--- src/rtl/ide_cmd_timer.sv ---
module ide_cmd_timer #(
  parameter int REC_W = 4,
  parameter int SET_W = 2,
  parameter int PW_W  = 4,
  localparam int SR_W = REC_W + 1 + SET_W,
  localparam int PWD_W = 2 * PW_W
) (
  input  logic             clk,
  input  logic             rst_n,
  input  logic [SR_W-1:0]  set_a_sr,
  input  logic [PWD_W-1:0] set_a_pw,
  input  logic [SR_W-1:0]  set_b_sr,
  input  logic [PWD_W-1:0] set_b_pw,
  input  logic             trig_t1,
  input  logic             t1_start,
  input  logic             req,
  input  logic             req_wr,
  input  logic             req_sel,
  output logic             ack,
  output logic             busy,
  output logic             rd_n,
  output logic             wr_n
);
  localparam int CW0 = (REC_W > PW_W) ? REC_W : PW_W;
  localparam int CW  = (CW0 > SET_W) ? CW0 : SET_W;

  typedef enum logic [2:0] {S_IDLE, S_TRIG, S_SETUP, S_STB, S_REC} st_t;

  st_t st, nst;
  logic [CW-1:0]    cnt, ncnt;
  logic [REC_W-1:0] l_rec;
  logic [SET_W-1:0] l_set;
  logic [PW_W-1:0]  l_wid;
  logic             l_wr;

  wire [SR_W-1:0]  cur_sr = req_sel ? set_b_sr : set_a_sr;
  wire [PWD_W-1:0] cur_pw = req_sel ? set_b_pw : set_a_pw;
  wire [SET_W-1:0] cur_set = cur_sr[SR_W-1:REC_W+1];
  wire [PW_W-1:0]  cur_wid = req_wr ? cur_pw[PWD_W-1:PW_W] : cur_pw[PW_W-1:0];
  wire unused_spare = ^{set_a_sr[REC_W], set_b_sr[REC_W]};

  assign ack  = (st == S_IDLE) && req;
  assign busy = (st != S_IDLE);

  always_comb begin
    nst  = st;
    ncnt = cnt;
    case (st)
      S_IDLE:
        if (req) begin
          if (trig_t1) nst = S_TRIG;
          else begin
            nst  = S_SETUP;
            ncnt = CW'(cur_set);
          end
        end
      S_TRIG:
        if (t1_start) begin
          nst  = S_SETUP;
          ncnt = CW'(l_set);
        end
      S_SETUP:
        if (cnt == '0) begin
          nst  = S_STB;
          ncnt = CW'(l_wid);
        end else ncnt = cnt - CW'(1);
      S_STB:
        if (cnt == '0) begin
          nst  = S_REC;
          ncnt = CW'(l_rec);
        end else ncnt = cnt - CW'(1);
      S_REC:
        if (cnt == '0) nst = S_IDLE;
        else ncnt = cnt - CW'(1);
      default: nst = S_IDLE;
    endcase
  end

  always_ff @(posedge clk or negedge rst_n) begin
    if (!rst_n) begin
      st    <= S_IDLE;
      cnt   <= '0;
      l_rec <= '0;
      l_set <= '0;
      l_wid <= '0;
      l_wr  <= 1'b0;
      rd_n  <= 1'b1;
      wr_n  <= 1'b1;
    end else begin
      st  <= nst;
      cnt <= ncnt;
      if (ack) begin
        l_rec <= cur_sr[REC_W-1:0];
        l_set <= cur_set;
        l_wid <= cur_wid;
        l_wr  <= req_wr;
      end
      rd_n <= !(nst == S_STB && !l_wr);
      wr_n <= !(nst == S_STB && l_wr);
    end
  end
endmodule

--- config.mk ---
export PLATFORM = sky130hd
export DESIGN_NAME = ide_cmd_timer
export DESIGN_NICKNAME = d
export VERILOG_FILES = /design/src/rtl/ide_cmd_timer.sv
export SDC_FILE = /design/constraint.sdc
export NUM_CORES = 1
export LEC_CHECK = 0
export ABC_AREA = 1
export BUFFER_PORTS_ARGS = -buffer_cell sky130_fd_sc_hd__buf_2
export CAP_MARGIN = 10
export CORE_MARGIN = 2
export CORE_UTILIZATION = 40
export DETAILED_ROUTE_END_ITERATION = 7
export GPL_TIMING_DRIVEN = 0
export PLACE_DENSITY = 0.73
export SLEW_MARGIN = 20
export SYNTH_ARGS = -nofsm -noshare
export SYNTH_HDL_FRONTEND = slang
export SYNTH_SLANG_ARGS = --single-unit
--- constraint.sdc ---
create_clock -name clk -period 3.37 [get_ports clk]
set_input_delay 0.1685 -clock clk [delete_from_list [all_inputs] [get_ports clk]]
set_output_delay 0.1685 -clock clk [all_outputs]
set_load 0.01 [all_outputs]
==> results.md, run 1 <==
- area of the core: 3311 µm²
- portion of the post-synthesis area used by sequential elements: 36.91%
- Clock transition at path regs: 120 ps
- P per Cell Area: 811.4 nW/µm²
- I/O pin count: 41
- simple-gate area share of the yosys netlist: 42.24%
- hold violation count in the final report: 0
- switching portion of total power: 46.55%
- count of unique library cells instantiated by Yosys: 30
- count of antenna diodes in the layout: 0
- Synth Cell Area: 1363 µm²
- startpoint of the lowest-slack register-to-register path: cnt[0]
- effective utilization at floorplan: 41.16%
- number of failing setup endpoints in the final timing report: 0
- number of clock buffers inserted by TritonCTS: 3
- count of vias placed by the detailed router: 1317
- area used by sequential logic in the layout: 503.0 µm²
- worst slack at placement: 1677 ps
- count of standard-cell rows: 21
- number of search-and-repair iterations in the first detailed-routing pass: 4
- startpoint of the lowest-slack hold path: t1_start
- count of cells along the worst hold path: 3
- Die Outline Area: 3889 µm²
- worst vdd ir: 0.3456 mV
- commonest non-fill, non-tap cells in the layout: nand2_1, buf_2, nor2_1, dfrtp_1, inv_1
- clock tree from TritonCTS: done
- wire length on met2: 1.311 mm
- cell area after placement: 1610 µm²
- slack of the worst reg-to-reg path: 1610 ps
- Critical Path Source Type: flip-flop
- TNS Setup: 0 ps
- largest net degree at the start of global routing: 21
- RSZ-0062 raised after global routing: no
- DRT Wirelength: 2.921 mm
- stage delay of the slowest cell on the critical path: 410 ps
- net total in the final layout: 277
- average detailed-routed wire length per instance: 10.29 µm
- class of the tightest hold or removal check: input pin to flip-flop
- post-route standard cell area excluding fillers: 1657 µm²
- power share of the combinational group: 57.4%
- Max FO, Critical Path: 9
- Synth warnings: 0
- worst clock skew: 8.645 ps
- input/output buffers: 38
- Post-Layout Cell Count: 284
- overall fraction of global-route tracks in use: 15.64%
- Power Internal: 718.5 µW
- main combinational cell family by area after synthesis: simple AND/OR/NAND/NOR gates
- type of destination of the critical path: flip-flop
- category of the critical setup timing path: flip-flop to flip-flop
- crit path time final: 1763 ps
- weighted congestion reported at the end of routability-driven placement: 0.7951
- Initial DRC Count: 15
- crit share post-route: 52.30%
- Post-Synth Adder-Cell Area: 0.9183%
- fraction of the mapped netlist area in compound gates: 11.57%
- top routing layer used: met4
- transition time of the tightest slew-check pin: 446.2 ps
- slowest cell on the critical path: dfrtp_1
- maximum clock path buffer count: 2
- portion of total power attributed to the clock network: 10.4%
- DRC: 0
- layout overhead on the synthesized area: 21.58%
- via count of the first global-routing pass: 1203
- Filler Cells Inserted: 358
- leftover overflow at the end of global routing: 0
- end-of-flow core utilization: 50.04%
- detail-routed via count per cell: 4.637
- synthesized flop and latch total: 20
- number of levels the H-tree was split into: 1
- NetSw: 625.7 µW
- worst path setup slack after routing: 1607 ps
- source-to-sink clock delay at the later pin of the worst-skew pair: 300 ps
- synthesized netlist cell count: 195
- worst reg-to-reg path cell count: 9
- Hold Path End: st[1]
- cell repeated most along the worst path: nand2_1
- achievable frequency: 567.4 MHz
- remaining antenna violation count after routing: 0
- reg2reg end: cnt[2]
- number of placed instances, taps included: 279
- arrival time at the worst endpoint: 2010 ps
- sequential group share of total power: 32.2%
- area of the multi-input gates: 754.5 µm²
- run status: completed
- global-route wire length before repair: 4.995 mm
- most common library cell in the layout ignoring fill and taps: nand2_1
- met1 wire length: 1.359 mm
- horizontal die dimension: 62.37 µm
- Met3 Wirelength: 149 µm
- cell leakage power: 0.0009029 µW
- Synthesized Nets: 233
- list of cells traversed by the critical path: inv_1 > ha_1 > clkbuf_1 > nand2_2 > nor2_1 > nand2_1 > nand3_1 > nand2_1 > nand2_1
- max-cap violations: 0
- count of clock tree sinks: 20
- Final HPWL DP: 2.328 mm
- syn_area_per_cell: 6.987 µm²
- synthesized-area fraction occupied by xor and xnor cells: 0.6428%
- required time at the worst-slack endpoint: 3610 ps
- headroom to the max-slew limit: 70.25%
- proportion of synthesized area in mux cells: 0%
- library cell used as clock root buffer: clkbuf_4
- Die H: 62.37 µm
- fraction of final layout cells with drive strength greater than 1: 28.15%
- initial antenna violation count: 0
- Setup Fix Bufs, Post-CTS: 0
- number of pins with negative max-slew slack in the final report: 0
## Yosys cell counts, drive strengths merged
master,instances,area (µm²)
a21oi,1,5.000
a31o,1,8.760
buf,5,37.53
clkbuf,1,3.750
dfrtp,18,450.4
dfstp,2,52.55
ha,1,12.51
inv,17,63.81
nand2,77,309.0
nand3,10,67.57
nand3b,3,22.52
nand4,2,12.51
nor2,33,157.7
o211ai,1,7.510
o21ai,11,55.05
o21bai,3,22.52
o22ai,3,18.77
o31ai,4,40.03
or2,1,6.260
xor2,1,8.760
## power by group through the flow
stage	Sequential [µW]	Clock [µW]	Combinational, µW
floorplan	428	0	603
global placement	434	0	760
detailed placement	439	0	772
CTS	434	146	778
global route	450	152	882
finish	433	140	771
## final cells by class
cell class	count	area share [%]
clock buffer	4	2.190
tap	46	3.474
timing repair buffer	39	12.08
buffer	6	2.492
multi-input combinational	152	45.54
inverter	17	3.852
sequential	20	30.36
## repair_timing
| action | CTS | global route |
|---|---|---|
| hold endpoints to repair | 18 | 0 |
| setup endpoints to repair | 0 | 0 |
| resized for setup | 0 | 0 |
| hold buffers | 1 | 0 |
## worst max-delay path, delay by kind of cell, from the launching register on
family	cells	cell delay (ps)
and+or+nand+nor	6	770
DFF	1	410
buffers and inverters	2	360
adders and majority gates	1	160
## how the worst max path moves through the flow
stage               slack (ps)  startpoint  cells after the start  endpoint
floorplan                 1920      cnt[0]                     10    cnt[2]
global placement          1680      cnt[0]                      9    cnt[2]
detailed placement        1680      cnt[0]                      9    cnt[2]
CTS                       1620       st[0]                      6       ack
global route              1450      cnt[0]                      9    cnt[2]
finish                    1610      cnt[0]                      9    cnt[2]
## logic make-up after synthesis
family                   after synthesis
buffers and inverters                 23
XOR/XNOR                               1
adder cells (fa/ha/maj)                1
flip-flops                            20
AO/OA/AOI/OAI                         24
AND/OR/NAND/NOR                      126
## sequential cells by signal, indices dropped and copies added (netlist names)
name   cells
cnt        4
l_rec      4
l_wid      4
st         3
l_set      2
l_wr       1
rd_n       1
wr_n       1
## routing by layer
| layer | vias up | GRT usage (%) |
|---|---|---|
| li1 | 703 | - |
| met1 | 553 | 20.63 |
| met2 | 51 | 26.22 |
| met3 | 10 | 0.5435 |
| met4 | 0 | 8.333 |
| met5 | - | 0 |
## stage by stage
stage | hold slack, ps | total power, µW
4_1_cts | 102.6 | 1357
3_5_place_dp | 140.9 | 1211
3_3_place_gp | 140.7 | 1195
2_1_floorplan | -127.1 | 1032
6_report | 107.7 | 1344
5_1_grt | 140.5 | 1484
No activity file was read; power rests on OpenSTA's default activity.
==> inputs of run 2 (changes only) <==
- clock period: 3.37 -> 1.65 ns (I/O delays scaled with it)
==> results.md, run 2 (same netlist as run 1, synthesis figures left out) <==
- run status: completed
- list of cells traversed by the critical path: buf_6 > nor2_8 > nand2_4 > nor2_4 > buf_6 > buf_2
- horizontal die dimension: 62.37 µm
- number of pins with negative max-slew slack in the final report: 0
- type of destination of the critical path: primary output
- clock tree from TritonCTS: done
- largest net degree at the start of global routing: 21
- NetSw: 1312 µW
- area of the core: 3311 µm²
- worst vdd ir: 0.7076 mV
- portion of total power attributed to the clock network: 10.2%
- maximum clock path buffer count: 2
- DRT Wirelength: 2.969 mm
- via count of the first global-routing pass: 1199
- buffers plus inverters on the worst setup path: 3
- detail-routed via count per cell: 4.643
- most common library cell in the layout ignoring fill and taps: nand2_1
- category of the critical setup timing path: flip-flop to primary output
- class of the tightest hold or removal check: input pin to flip-flop
- Critical Path Source Type: flip-flop
- weighted congestion reported at the end of routability-driven placement: 0.7951
- effective utilization at floorplan: 41.16%
- Final HPWL DP: 2.328 mm
- arrival time at the worst endpoint: 1490 ps
- initial antenna violation count: 0
- count of antenna diodes in the layout: 0
- P per Cell Area: 1685 nW/µm²
- cell repeated most along the worst path: buf_6
- Initial DRC Count: 14
- Setup Fix Bufs, Post-CTS: 0
- remaining antenna violation count after routing: 0
- leftover overflow at the end of global routing: 0
- number of clock buffers inserted by TritonCTS: 3
- end-of-flow core utilization: 50.64%
- Die Outline Area: 3889 µm²
- max-cap violations: 0
- slowest cell on the critical path: dfrtp_1
- headroom to the max-slew limit: 70.48%
- number of search-and-repair iterations in the first detailed-routing pass: 4
- registers with the most flip-flops: cnt: 4 flops, l_rec: 4 flops, l_wid: 4 flops
- Filler Cells Inserted: 359
- sequential group share of total power: 31.3%
- cell leakage power: 0.0009029 µW
- number of levels the H-tree was split into: 1
- DRC: 0
- power share of the combinational group: 58.4%
- transition time of the tightest slew-check pin: 442.8 ps
- I/O pin count: 41
- commonest non-fill, non-tap cells in the layout: nand2_1, buf_2, nor2_1, dfrtp_1, inv_1
- final-layout worst hold slack: 18.64 ps
- required time at the worst-slack endpoint: 1570 ps
- layout overhead on the synthesized area: 23.05%
- Total Power: 2825 µW
- area used by sequential logic in the layout: 503.0 µm²
- stage delay of the slowest cell on the critical path: 390 ps
- Die H: 62.37 µm
- crit share post-route: 95.08%
- net total in the final layout: 276
- overall fraction of global-route tracks in use: 15.64%
- fraction of final layout cells with drive strength greater than 1: 29.54%
- RSZ-0062 raised after global routing: no
- global-route wire length before repair: 4.988 mm
- library cell used as clock root buffer: clkbuf_4
- Clock transition at path regs: 120 ps
- worst clock skew: 10.47 ps
- count of standard-cell rows: 21
- Power Internal: 1513 µW
- Max FO, Critical Path: 10
- count of clock tree sinks: 20
- area of the multi-input gates: 772.0 µm²
- achievable frequency: 637.5 MHz
- number of failing setup endpoints in the final timing report: 0
- crit path time final: 1569 ps
- input/output buffers: 38
- switching portion of total power: 46.45%
- average detailed-routed wire length per instance: 10.49 µm
- count of vias placed by the detailed router: 1314
- source-to-sink clock delay at the later pin of the worst-skew pair: 300 ps
- cell family with the largest share of critical-path delay: buffers and inverters
- hold violation count in the final report: 0
[run 2: tightest hold or removal path, delay by kind of cell]
family                 cells  cell delay, ps
buffers and inverters      1              90
AOI/OAI and AO/OA          2             130
[run 2: per-stage QoR]
stage                     setup slack (ps)  instances  cell area, µm²  TNS, ps
after floorplan                      197.3        195            1363        0
after global placement              -42.73        279            1610   -74.49
after detailed placement            -43.19        279            1610   -69.80
after CTS                            37.25        283            1660        0
after global routing                 11.77        283            1677        0
final                                81.26        283            1677        0
[run 2: worst paths after layout]
path / startpoint / to / slack (ps) / depth (start not counted)
worst max register to register: st[2] / rd_n / 160 / 6
worst max-delay path: st[0] / ack / 80 / 6
min in group asynchronous: rst_n / st[2] / 240 / 2
worst min register to register: l_wr / wr_n / 400 / 1
max in group asynchronous: rst_n / rd_n / 1060 / 2
worst min-delay path: t1_start / st[1] / 20 / 3
[run 2: routing by layer]
metal / vias to the layer above / share of wire [%] / global-route usage, %
met4: 0 / 3.0 / 8.333
met1: 552 / 46 / 20.74
met5: - / 0 / 0
met2: 53 / 45 / 26.09
met3: 8 / 5.7 / 0.5435
li1: 701 / - / -
[run 2: power by group through the flow]
stage / registers (µW) / clock network [µW] / logic [µW]
after floorplan: 875 / 0 / 1230
after global routing: 919 / 311 / 1870
final: 885 / 289 / 1650
after global placement: 887 / 0 / 1550
after detailed placement: 897 / 0 / 1580
after CTS: 886 / 298 / 1600
[run 2: final cells by class]
cell class                 instances  share of cell area (%)
multi-input combinational        152                   46.04
timing repair buffer              39                   11.94
tap                               46                   3.433
inverter                          17                   3.806
clock buffer                       4                   2.164
buffer                             5                   2.612
sequential                        20                   30.00
[run 2: what timing repair did]
action | in CTS | in global routing
hold buffers | 1 | 0
endpoints found under the hold margin | 18 | 0
endpoints found under the setup margin | 6 | 7
resized for setup | 3 | 3
